## src/rtl/flash_cmd_pkg.sv

```systemverilog
package flash_cmd_pkg;

    typedef enum logic [2:0] {
        MODE_READ    = 3'd0,
        MODE_PROT    = 3'd1,
        MODE_WINDOW  = 3'd2,
        MODE_ERASING = 3'd3,
        MODE_SUSP    = 3'd4,
        MODE_ERROR   = 3'd5
    } fc_mode_e;

    typedef enum logic [2:0] {
        SQ_IDLE,
        SQ_UNL1,
        SQ_UNL2,
        SQ_PROG,
        SQ_ERA1,
        SQ_ERA2,
        SQ_ERA3
    } fc_seq_e;

    typedef struct packed {
        logic s_prot;
        logic s_prog;
        logic s_erase;
        logic s_bulk;
        logic s_susp;
        logic s_resume;
        logic s_reset;
    } fc_strobe_t;

    localparam logic [11:0] KEY_ADR_A = 12'h555;
    localparam logic [11:0] KEY_ADR_B = 12'hAAA;

    localparam logic [7:0] D_UNLOCK1 = 8'hAA;
    localparam logic [7:0] D_UNLOCK2 = 8'h55;
    localparam logic [7:0] D_PROT    = 8'h90;
    localparam logic [7:0] D_PROG    = 8'hA0;
    localparam logic [7:0] D_ERASE   = 8'h80;
    localparam logic [7:0] D_BULK    = 8'h10;
    localparam logic [7:0] D_SECTOR  = 8'h30;
    localparam logic [7:0] D_SUSP    = 8'hB0;
    localparam logic [7:0] D_RESET   = 8'hF0;

    localparam logic [7:0] PROT_OFFSET = 8'h02;
    localparam int         ERR_BIT     = 5;

    function automatic logic key_match(input logic [11:0] a, input logic [7:0] d,
                                       input logic [11:0] ea, input logic [7:0] ed);
        return (a == ea) && (d == ed);
    endfunction

endpackage

```

## src/rtl/fcd_erase_window.sv

```systemverilog
module fcd_erase_window
    import flash_cmd_pkg::*;
#(
    parameter int NSECT   = 8,
    parameter int WIN_CYC = 3200
) (
    input  logic             clk,
    input  logic             rst,
    input  logic             active,
    input  logic             add,
    input  logic [NSECT-1:0] add_mask,
    input  logic             clear,
    output logic [NSECT-1:0] mask,
    output logic             expired
);
    localparam int CW = (WIN_CYC > 1) ? $clog2(WIN_CYC) : 1;

    logic [CW-1:0] cnt;

    always_ff @(posedge clk) begin
        if (rst) begin
            cnt <= '0;
        end else if (add) begin
            cnt <= CW'(WIN_CYC - 1);
        end else if (active && cnt != '0) begin
            cnt <= cnt - 1'b1;
        end
    end

    always_ff @(posedge clk) begin
        if (rst || clear) begin
            mask <= '0;
        end else if (add) begin
            mask <= mask | add_mask;
        end
    end

    assign expired = active && !add && (cnt == '0);

endmodule

```

## src/rtl/fcd_status_read.sv

```systemverilog
module fcd_status_read
    import flash_cmd_pkg::*;
#(
    parameter int NSECT = 8
) (
    input  fc_mode_e         mode,
    input  logic [7:0]       rd_offset,
    input  logic [NSECT-1:0] rd_sel,
    input  logic [7:0]       array_rdata,
    input  logic [NSECT-1:0] prot_bits,
    output logic [7:0]       rd_data
);
    logic sel_single;
    logic prot_read;

    assign sel_single = (rd_sel != '0) && ((rd_sel & (rd_sel - 1'b1)) == '0);
    assign prot_read  = (mode == MODE_PROT) && (rd_offset == PROT_OFFSET) && sel_single;

    always_comb begin
        if (prot_read) begin
            rd_data = {7'd0, |(rd_sel & prot_bits)};
        end else begin
            rd_data = array_rdata;
        end
        if (mode == MODE_ERROR) begin
            rd_data[ERR_BIT] = 1'b1;
        end
    end

endmodule

```

## src/rtl/fcd_sequencer.sv

```systemverilog
module fcd_sequencer
    import flash_cmd_pkg::*;
#(
    parameter int ADDR_W = 16,
    parameter int NSECT  = 8
) (
    input  logic              clk,
    input  logic              rst,
    input  logic              wr_valid,
    input  logic [ADDR_W-1:0] wr_addr,
    input  logic [7:0]        wr_data,
    input  logic [NSECT-1:0]  wr_sel,
    input  logic              win_expired,
    input  logic              erase_done,
    output fc_mode_e          mode,
    output fc_strobe_t        stb,
    output logic [ADDR_W-1:0] prog_addr,
    output logic [7:0]        prog_data,
    output logic              sect_add,
    output logic              mask_clear
);
    fc_seq_e     seq;
    logic        bulk_run;
    logic [11:0] low;
    logic        hit_u1, hit_u2, hit_prot, hit_prog, hit_era, hit_bulk;
    logic        reset_hit, done_hit;

    assign low      = wr_addr[11:0];
    assign hit_u1   = key_match(low, wr_data, KEY_ADR_A, D_UNLOCK1);
    assign hit_u2   = key_match(low, wr_data, KEY_ADR_B, D_UNLOCK2);
    assign hit_prot = key_match(low, wr_data, KEY_ADR_A, D_PROT);
    assign hit_prog = key_match(low, wr_data, KEY_ADR_A, D_PROG);
    assign hit_era  = key_match(low, wr_data, KEY_ADR_A, D_ERASE);
    assign hit_bulk = key_match(low, wr_data, KEY_ADR_A, D_BULK);

    assign reset_hit = wr_valid && (wr_data == D_RESET) &&
                       ((mode == MODE_PROT) || (mode == MODE_ERROR) ||
                        ((mode == MODE_READ) && (seq != SQ_PROG)));
    assign sect_add  = wr_valid && (wr_data == D_SECTOR) && (wr_sel != '0) &&
                       ((mode == MODE_WINDOW) || ((mode == MODE_READ) && (seq == SQ_ERA3)));
    assign done_hit  = erase_done && (mode == MODE_ERASING);
    assign mask_clear = reset_hit || done_hit;

    always_ff @(posedge clk) begin
        if (rst) begin
            mode      <= MODE_READ;
            seq       <= SQ_IDLE;
            bulk_run  <= 1'b0;
            stb       <= '0;
            prog_addr <= '0;
            prog_data <= '0;
        end else begin
            stb <= '0;
            if (done_hit) begin
                mode <= MODE_READ;
            end
            if (win_expired && !wr_valid) begin
                stb.s_erase <= 1'b1;
                mode        <= MODE_ERASING;
            end
            if (wr_valid) begin
                if (reset_hit) begin
                    stb.s_reset <= 1'b1;
                    mode        <= MODE_READ;
                    seq         <= SQ_IDLE;
                end else begin
                    case (mode)
                        MODE_WINDOW: begin
                            if (!sect_add) mode <= MODE_ERROR;
                        end
                        MODE_ERASING: begin
                            if (wr_data == D_SUSP && !bulk_run) begin
                                stb.s_susp <= 1'b1;
                                mode       <= MODE_SUSP;
                            end else begin
                                mode <= MODE_ERROR;
                            end
                        end
                        MODE_PROT, MODE_ERROR: begin
                        end
                        default: begin
                            case (seq)
                                SQ_IDLE: begin
                                    if (hit_u1) begin
                                        seq <= SQ_UNL1;
                                    end else if (mode == MODE_SUSP && wr_data == D_SECTOR) begin
                                        stb.s_resume <= 1'b1;
                                        mode         <= MODE_ERASING;
                                    end
                                end
                                SQ_UNL1: seq <= hit_u2 ? SQ_UNL2 : SQ_IDLE;
                                SQ_UNL2: begin
                                    seq <= SQ_IDLE;
                                    if (hit_prog) begin
                                        seq <= SQ_PROG;
                                    end else if (mode == MODE_READ && hit_prot) begin
                                        stb.s_prot <= 1'b1;
                                        mode       <= MODE_PROT;
                                    end else if (mode == MODE_READ && hit_era) begin
                                        seq <= SQ_ERA1;
                                    end
                                end
                                SQ_PROG: begin
                                    stb.s_prog <= 1'b1;
                                    prog_addr  <= wr_addr;
                                    prog_data  <= wr_data;
                                    seq        <= SQ_IDLE;
                                end
                                SQ_ERA1: seq <= hit_u1 ? SQ_ERA2 : SQ_IDLE;
                                SQ_ERA2: seq <= hit_u2 ? SQ_ERA3 : SQ_IDLE;
                                SQ_ERA3: begin
                                    seq <= SQ_IDLE;
                                    if (hit_bulk) begin
                                        stb.s_bulk <= 1'b1;
                                        bulk_run   <= 1'b1;
                                        mode       <= MODE_ERASING;
                                    end else if (sect_add) begin
                                        bulk_run <= 1'b0;
                                        mode     <= MODE_WINDOW;
                                    end
                                end
                                default: seq <= SQ_IDLE;
                            endcase
                        end
                    endcase
                end
            end
        end
    end

endmodule

```

## src/rtl/flash_cmd_decoder.sv

```systemverilog
module flash_cmd_decoder
    import flash_cmd_pkg::*;
#(
    parameter int ADDR_W     = 16,
    parameter int NSECT      = 8,
    parameter int CYC_PER_US = 40,
    parameter int WINDOW_US  = 80
) (
    input  logic              clk,
    input  logic              rst,
    input  logic              wr_valid,
    input  logic [ADDR_W-1:0] wr_addr,
    input  logic [7:0]        wr_data,
    input  logic [NSECT-1:0]  wr_sel,
    input  logic [7:0]        rd_offset,
    input  logic [NSECT-1:0]  rd_sel,
    input  logic [7:0]        array_rdata,
    input  logic [NSECT-1:0]  prot_bits,
    input  logic              erase_done,
    output logic [7:0]        rd_data,
    output logic [2:0]        mode,
    output logic              err_flag,
    output logic              cmd_prot,
    output logic              cmd_prog,
    output logic [ADDR_W-1:0] prog_addr,
    output logic [7:0]        prog_data,
    output logic              cmd_erase,
    output logic [NSECT-1:0]  erase_mask,
    output logic              cmd_bulk,
    output logic              cmd_suspend,
    output logic              cmd_resume,
    output logic              cmd_reset
);
    localparam int WIN_CYC = CYC_PER_US * WINDOW_US;

    fc_mode_e   mode_q;
    fc_strobe_t stb;
    logic       sect_add, mask_clear, win_expired;

    fcd_sequencer #(.ADDR_W(ADDR_W), .NSECT(NSECT)) u_seq (
        .clk         (clk),
        .rst         (rst),
        .wr_valid    (wr_valid),
        .wr_addr     (wr_addr),
        .wr_data     (wr_data),
        .wr_sel      (wr_sel),
        .win_expired (win_expired),
        .erase_done  (erase_done),
        .mode        (mode_q),
        .stb         (stb),
        .prog_addr   (prog_addr),
        .prog_data   (prog_data),
        .sect_add    (sect_add),
        .mask_clear  (mask_clear)
    );

    fcd_erase_window #(.NSECT(NSECT), .WIN_CYC(WIN_CYC)) u_win (
        .clk      (clk),
        .rst      (rst),
        .active   (mode_q == MODE_WINDOW),
        .add      (sect_add),
        .add_mask (wr_sel),
        .clear    (mask_clear),
        .mask     (erase_mask),
        .expired  (win_expired)
    );

    fcd_status_read #(.NSECT(NSECT)) u_rd (
        .mode        (mode_q),
        .rd_offset   (rd_offset),
        .rd_sel      (rd_sel),
        .array_rdata (array_rdata),
        .prot_bits   (prot_bits),
        .rd_data     (rd_data)
    );

    assign mode        = mode_q;
    assign err_flag    = (mode_q == MODE_ERROR);
    assign cmd_prot    = stb.s_prot;
    assign cmd_prog    = stb.s_prog;
    assign cmd_erase   = stb.s_erase;
    assign cmd_bulk    = stb.s_bulk;
    assign cmd_suspend = stb.s_susp;
    assign cmd_resume  = stb.s_resume;
    assign cmd_reset   = stb.s_reset;

endmodule

```

## config.mk

```make
export PLATFORM = sky130hd
export DESIGN_NAME = flash_cmd_decoder
export DESIGN_NICKNAME = d
export VERILOG_FILES = /design/src/rtl/flash_cmd_pkg.sv /design/src/rtl/fcd_erase_window.sv /design/src/rtl/fcd_status_read.sv /design/src/rtl/fcd_sequencer.sv /design/src/rtl/flash_cmd_decoder.sv
export SDC_FILE = /design/constraint.sdc
export NUM_CORES = 1
export LEC_CHECK = 0
export ABC_AREA = 1
export BUFFER_PORTS_ARGS = -buffer_cell sky130_fd_sc_hd__buf_2
export CAP_MARGIN = 0
export CORE_UTILIZATION = 50
export DETAILED_ROUTE_END_ITERATION = 8
export PLACE_DENSITY = 0.85
export SKIP_CTS_REPAIR_TIMING = 1
export SYNTH_ARGS = -nofsm -noshare
export SYNTH_HDL_FRONTEND = slang
export SYNTH_HIERARCHICAL = 1
export SYNTH_SLANG_ARGS = --single-unit
```

## constraint.sdc

```tcl
create_clock -name clk -period 2.82 [get_ports clk]
set_clock_uncertainty 0.1 [all_clocks]
set_input_delay 0.564 -clock clk [delete_from_list [all_inputs] [get_ports clk]]
set_output_delay 0.564 -clock clk [all_outputs]
set_load 0.02 [all_outputs]
```

==> results by group <==
GRT
  • Global-route wire length before repair: approximately 15000 um
  • Total track usage: 25.8%
  • Antenna violations before repair: 0
  • Largest net degree at the start of global routing: 50
  • Gr busiest metal: met2
  • Met3 Track Usage GR: under 10%
  • Vias in the first global route: about 3500
  • Met1 global-route usage: roughly 31%
  • GRT Residual Overflow: 0
  • Met2 Track Usage GR: 46.0%

Worst setup path
  • Worst Path Required: around 2200 ps
  • CP Launch Type: register
  • CP Cell Sequence: nor3b_1 > nand3_1 > nor2_2 > nand3_2 > nand2_1 > nand2_1 > inv_1 > buf_2
  • CP Capture Type: primary output
  • R2R cell count: 17
  • CP arrival: between 1500 and 2000 ps
  • Worst Path Max Fanout: 8
  • Crit Reg-Reg Startpoint: u_seq/seq[2]
  • R2r endpoint: u_seq/mode[0]
  • R2R Setup Slk: between 500 and 600 ps
  • Max incr delay on CP: approximately 400 ps
  • Slowest CP cell: dfxtp_1
  • Crit path kind: reg2out
  • Most frequent CP cell: nand2_1

STA
  • Least-Margin Pin Slew: 504 ps
  • WHS: between 300 and 400 ps
  • Maximum clock rate: 419 MHz
  • Final hold vios: 0
  • Final Cycle Share: a little over four fifths
  • RSZ-0062 raised after global routing: false
  • Endpoints failing setup: 0
  • Slew HR: 66.3%
  • Final setup TNS: 0 ps
  • Fin. max-slew vios: 0
  • Final min period: ~2400 ps

Floorplanning
  • Die Wd: ~85 um
  • Num ports: roughly 120
  • Die ar.: 7170 um^2
  • Die height: about 85 um
  • Initial Util: between 50 and 60%
  • Num rows: 29
  • Core footprint: around 6500 um^2

CTS
  • Clock Tree Root: clkbuf_8
  • CTS clk-pin slew, worst paths: around 70 ps
  • CTS buffer count: 9
  • CTS sink cnt: 58
  • Worst skew pair latency: 340 ps
  • H-Tree Depth: 3
  • CTS tree: built
  • CTS max path bufs: 2

Final layout
  • Most common cell after layout, fill and taps aside: buf_2
  • Most frequent cells in the layout: 118 x buf_2, 116 x nand2_1, 102 x inv_1
  • N_diodes: 0
  • Layout area overhead: 24.3%
  • Share of layout cells above drive strength 1: approximately 25%
  • Nets: roughly 730

Run
  • Max_cap viols: 0

Synth
  • Largest area contributor in the netlist: dfxtp_1
  • Post-synthesis sequential area ratio: about 34%
  • Xor and xnor area share after synthesis: less than 1%
  • Share of the synthesized area in the top cell type: approximately 34%
  • Syn avg cell area: between 6 and 7 um^2
  • Cell area after synthesis: ~3400 um^2
  • Most area-consuming cells after synthesis: dfxtp_1 34%, nand2_1 13%, inv_1 11%
  • Synth cell types: 37
  • Post-synthesis adder-cell area fraction: less than 1%
  • Simple-Gate Fraction of Synth Area: ~37%
  • Synth Area in Compound Gates: between 10 and 15%
  • Yosys warns: 6
  • Largest family of logic cells by synthesized area: simple AND/OR/NAND/NOR gates
  • Cells after Synth: approximately 550
  • Syn nets: approximately 600
  • Mux share of post-synthesis cell area: 0%
  • Synth Register Bits: 58

Hold path
  • Worst hold path type: reg2reg
  • Min-delay src: u_seq/prog_addr[12]
  • WHS Endpoint: u_seq/prog_addr[12]
  • Hold path depth: 2

Status
  • Failing checks: DRC
  • Status: complete, but fails checks

Power and ir drop
  • PD cells: ~480 nW/um^2
  • Peak VDD IR: 0.580 mV
  • Pleak: between 2 and 2.5 nW

Drt
  • DR pass1 iterations: 8
  • Drt via density: between 5 and 6
  • WL final: roughly 8800 um
  • Vias: roughly 3800
  • Post-DRT Antenna Nets: 0
  • # DRC: 12
  • DR WL/cell: between 10 and 15 um
  • Initial DRC count: about 290

Place
  • Port bufs: 118
  • HPWL after DPL: approximately 6700 um
  • GP Congestion: approximately 0.93
-- power breakdown --
group	internal (mW)	switching [mW]	leakage, nW
Clock	0.451	0.326	0.105
Combinational	0.131	0.241	1.81
Sequential	0.856	0.0435	0.467
-- worst max-delay path by stage --
stage	start	end	slack (ps)
6_report	u_seq/mode[2]	rd_data[0]	430
5_1_grt	u_seq/seq[2]	u_seq/mode[0]	250
4_1_cts	u_seq/mode[2]	rd_data[0]	410
3_5_place_dp	wr_data[0]	u_seq/mode[0]	310
3_3_place_gp	wr_data[0]	u_seq/mode[0]	440
2_1_floorplan	wr_data[0]	u_seq/mode[0]	390
-- cells by family after synthesis --
| group | after synthesis |
|---|---|
| fa+ha+maj | 1 |
| buf+inv | 120 |
| flops | 58 |
| compound gates | 89 |
| xor+xnor | 3 |
| simple gates | 274 |
-- flip-flops by register name (all words and copies together) (netlist names) --
signal / flops
u_win/cnt: 12
u_seq/prog_addr: 16
u_seq/seq: 3
u_seq/prog_data: 8
u_seq/mode: 3
u_seq/stb: 7
u_seq/bulk_run: 1
u_win/mask: 8
-- cell usage after synthesis --
cell      count
a21boi_1      1
a21oi_1      37
a21oi_2       1
a31oi_1       3
and2_0        1
buf_1         1
buf_2         2
buf_4         1
buf_6         2
buf_8         1
clkbuf_1      6
dfxtp_1      58
ha_1          1
inv_1       102
inv_2         5
nand2_1     116
nand2_2       1
nand2_4       3
nand3_1      32
nand3_2       4
nand3b_1      4
nand4_1      10
nand4_2       2
nor2_1       76
nor2_2        6
nor2_4        3
nor2_8        1
nor3_1        6
nor3_2        1
nor3b_1       1
nor4_1        4
nor4_2        1
o21ai_0      43
o21bai_1      2
o22ai_1       2
or2_2         2
xor2_1        3
-- metal layers --
| metal | wire [um] | vias to the layer above |
|---|---|---|
| li1 | - | 1945 |
| met1 | 3890 | 1714 |
| met5 | 0 | - |
| met2 | 4270 | 125 |
| met4 | 148 | 0 |
| met3 | 512 | 14 |
-- through the flow --
stage / instances / utilization [%] / instance area [um^2] / power, mW / setup slack (ps)
after floorplan: 545 / - / 3420 / 1.14 / 387
after global placement: 730 / 62.7 / 4050 / 1.27 / 435
after detailed placement: 730 / 62.7 / 4050 / 1.28 / 311
after CTS: 746 / 65.8 / 4250 / 2.06 / 410
after global routing: 746 / 65.8 / 4250 / 2.16 / 253
final: 746 / 65.8 / 4250 / 2.05 / 431
-- worst max-delay path, delay by kind of cell (launching register included) --
kind          cells  cell delay (ps)
flops             1              400
simple gates      6              820
buf+inv           2              190
-- final cells by class --
type	count	area (um^2)
clock buffers	11	151
clock inverters	5	52.6
fillers	590	2210
inverters	107	402
multi-input cells	367	1780
flip-flops and latches	58	1160
well taps	77	96.3
repair buffers	121	613
Note: power is estimated with default switching activity, not from simulation.
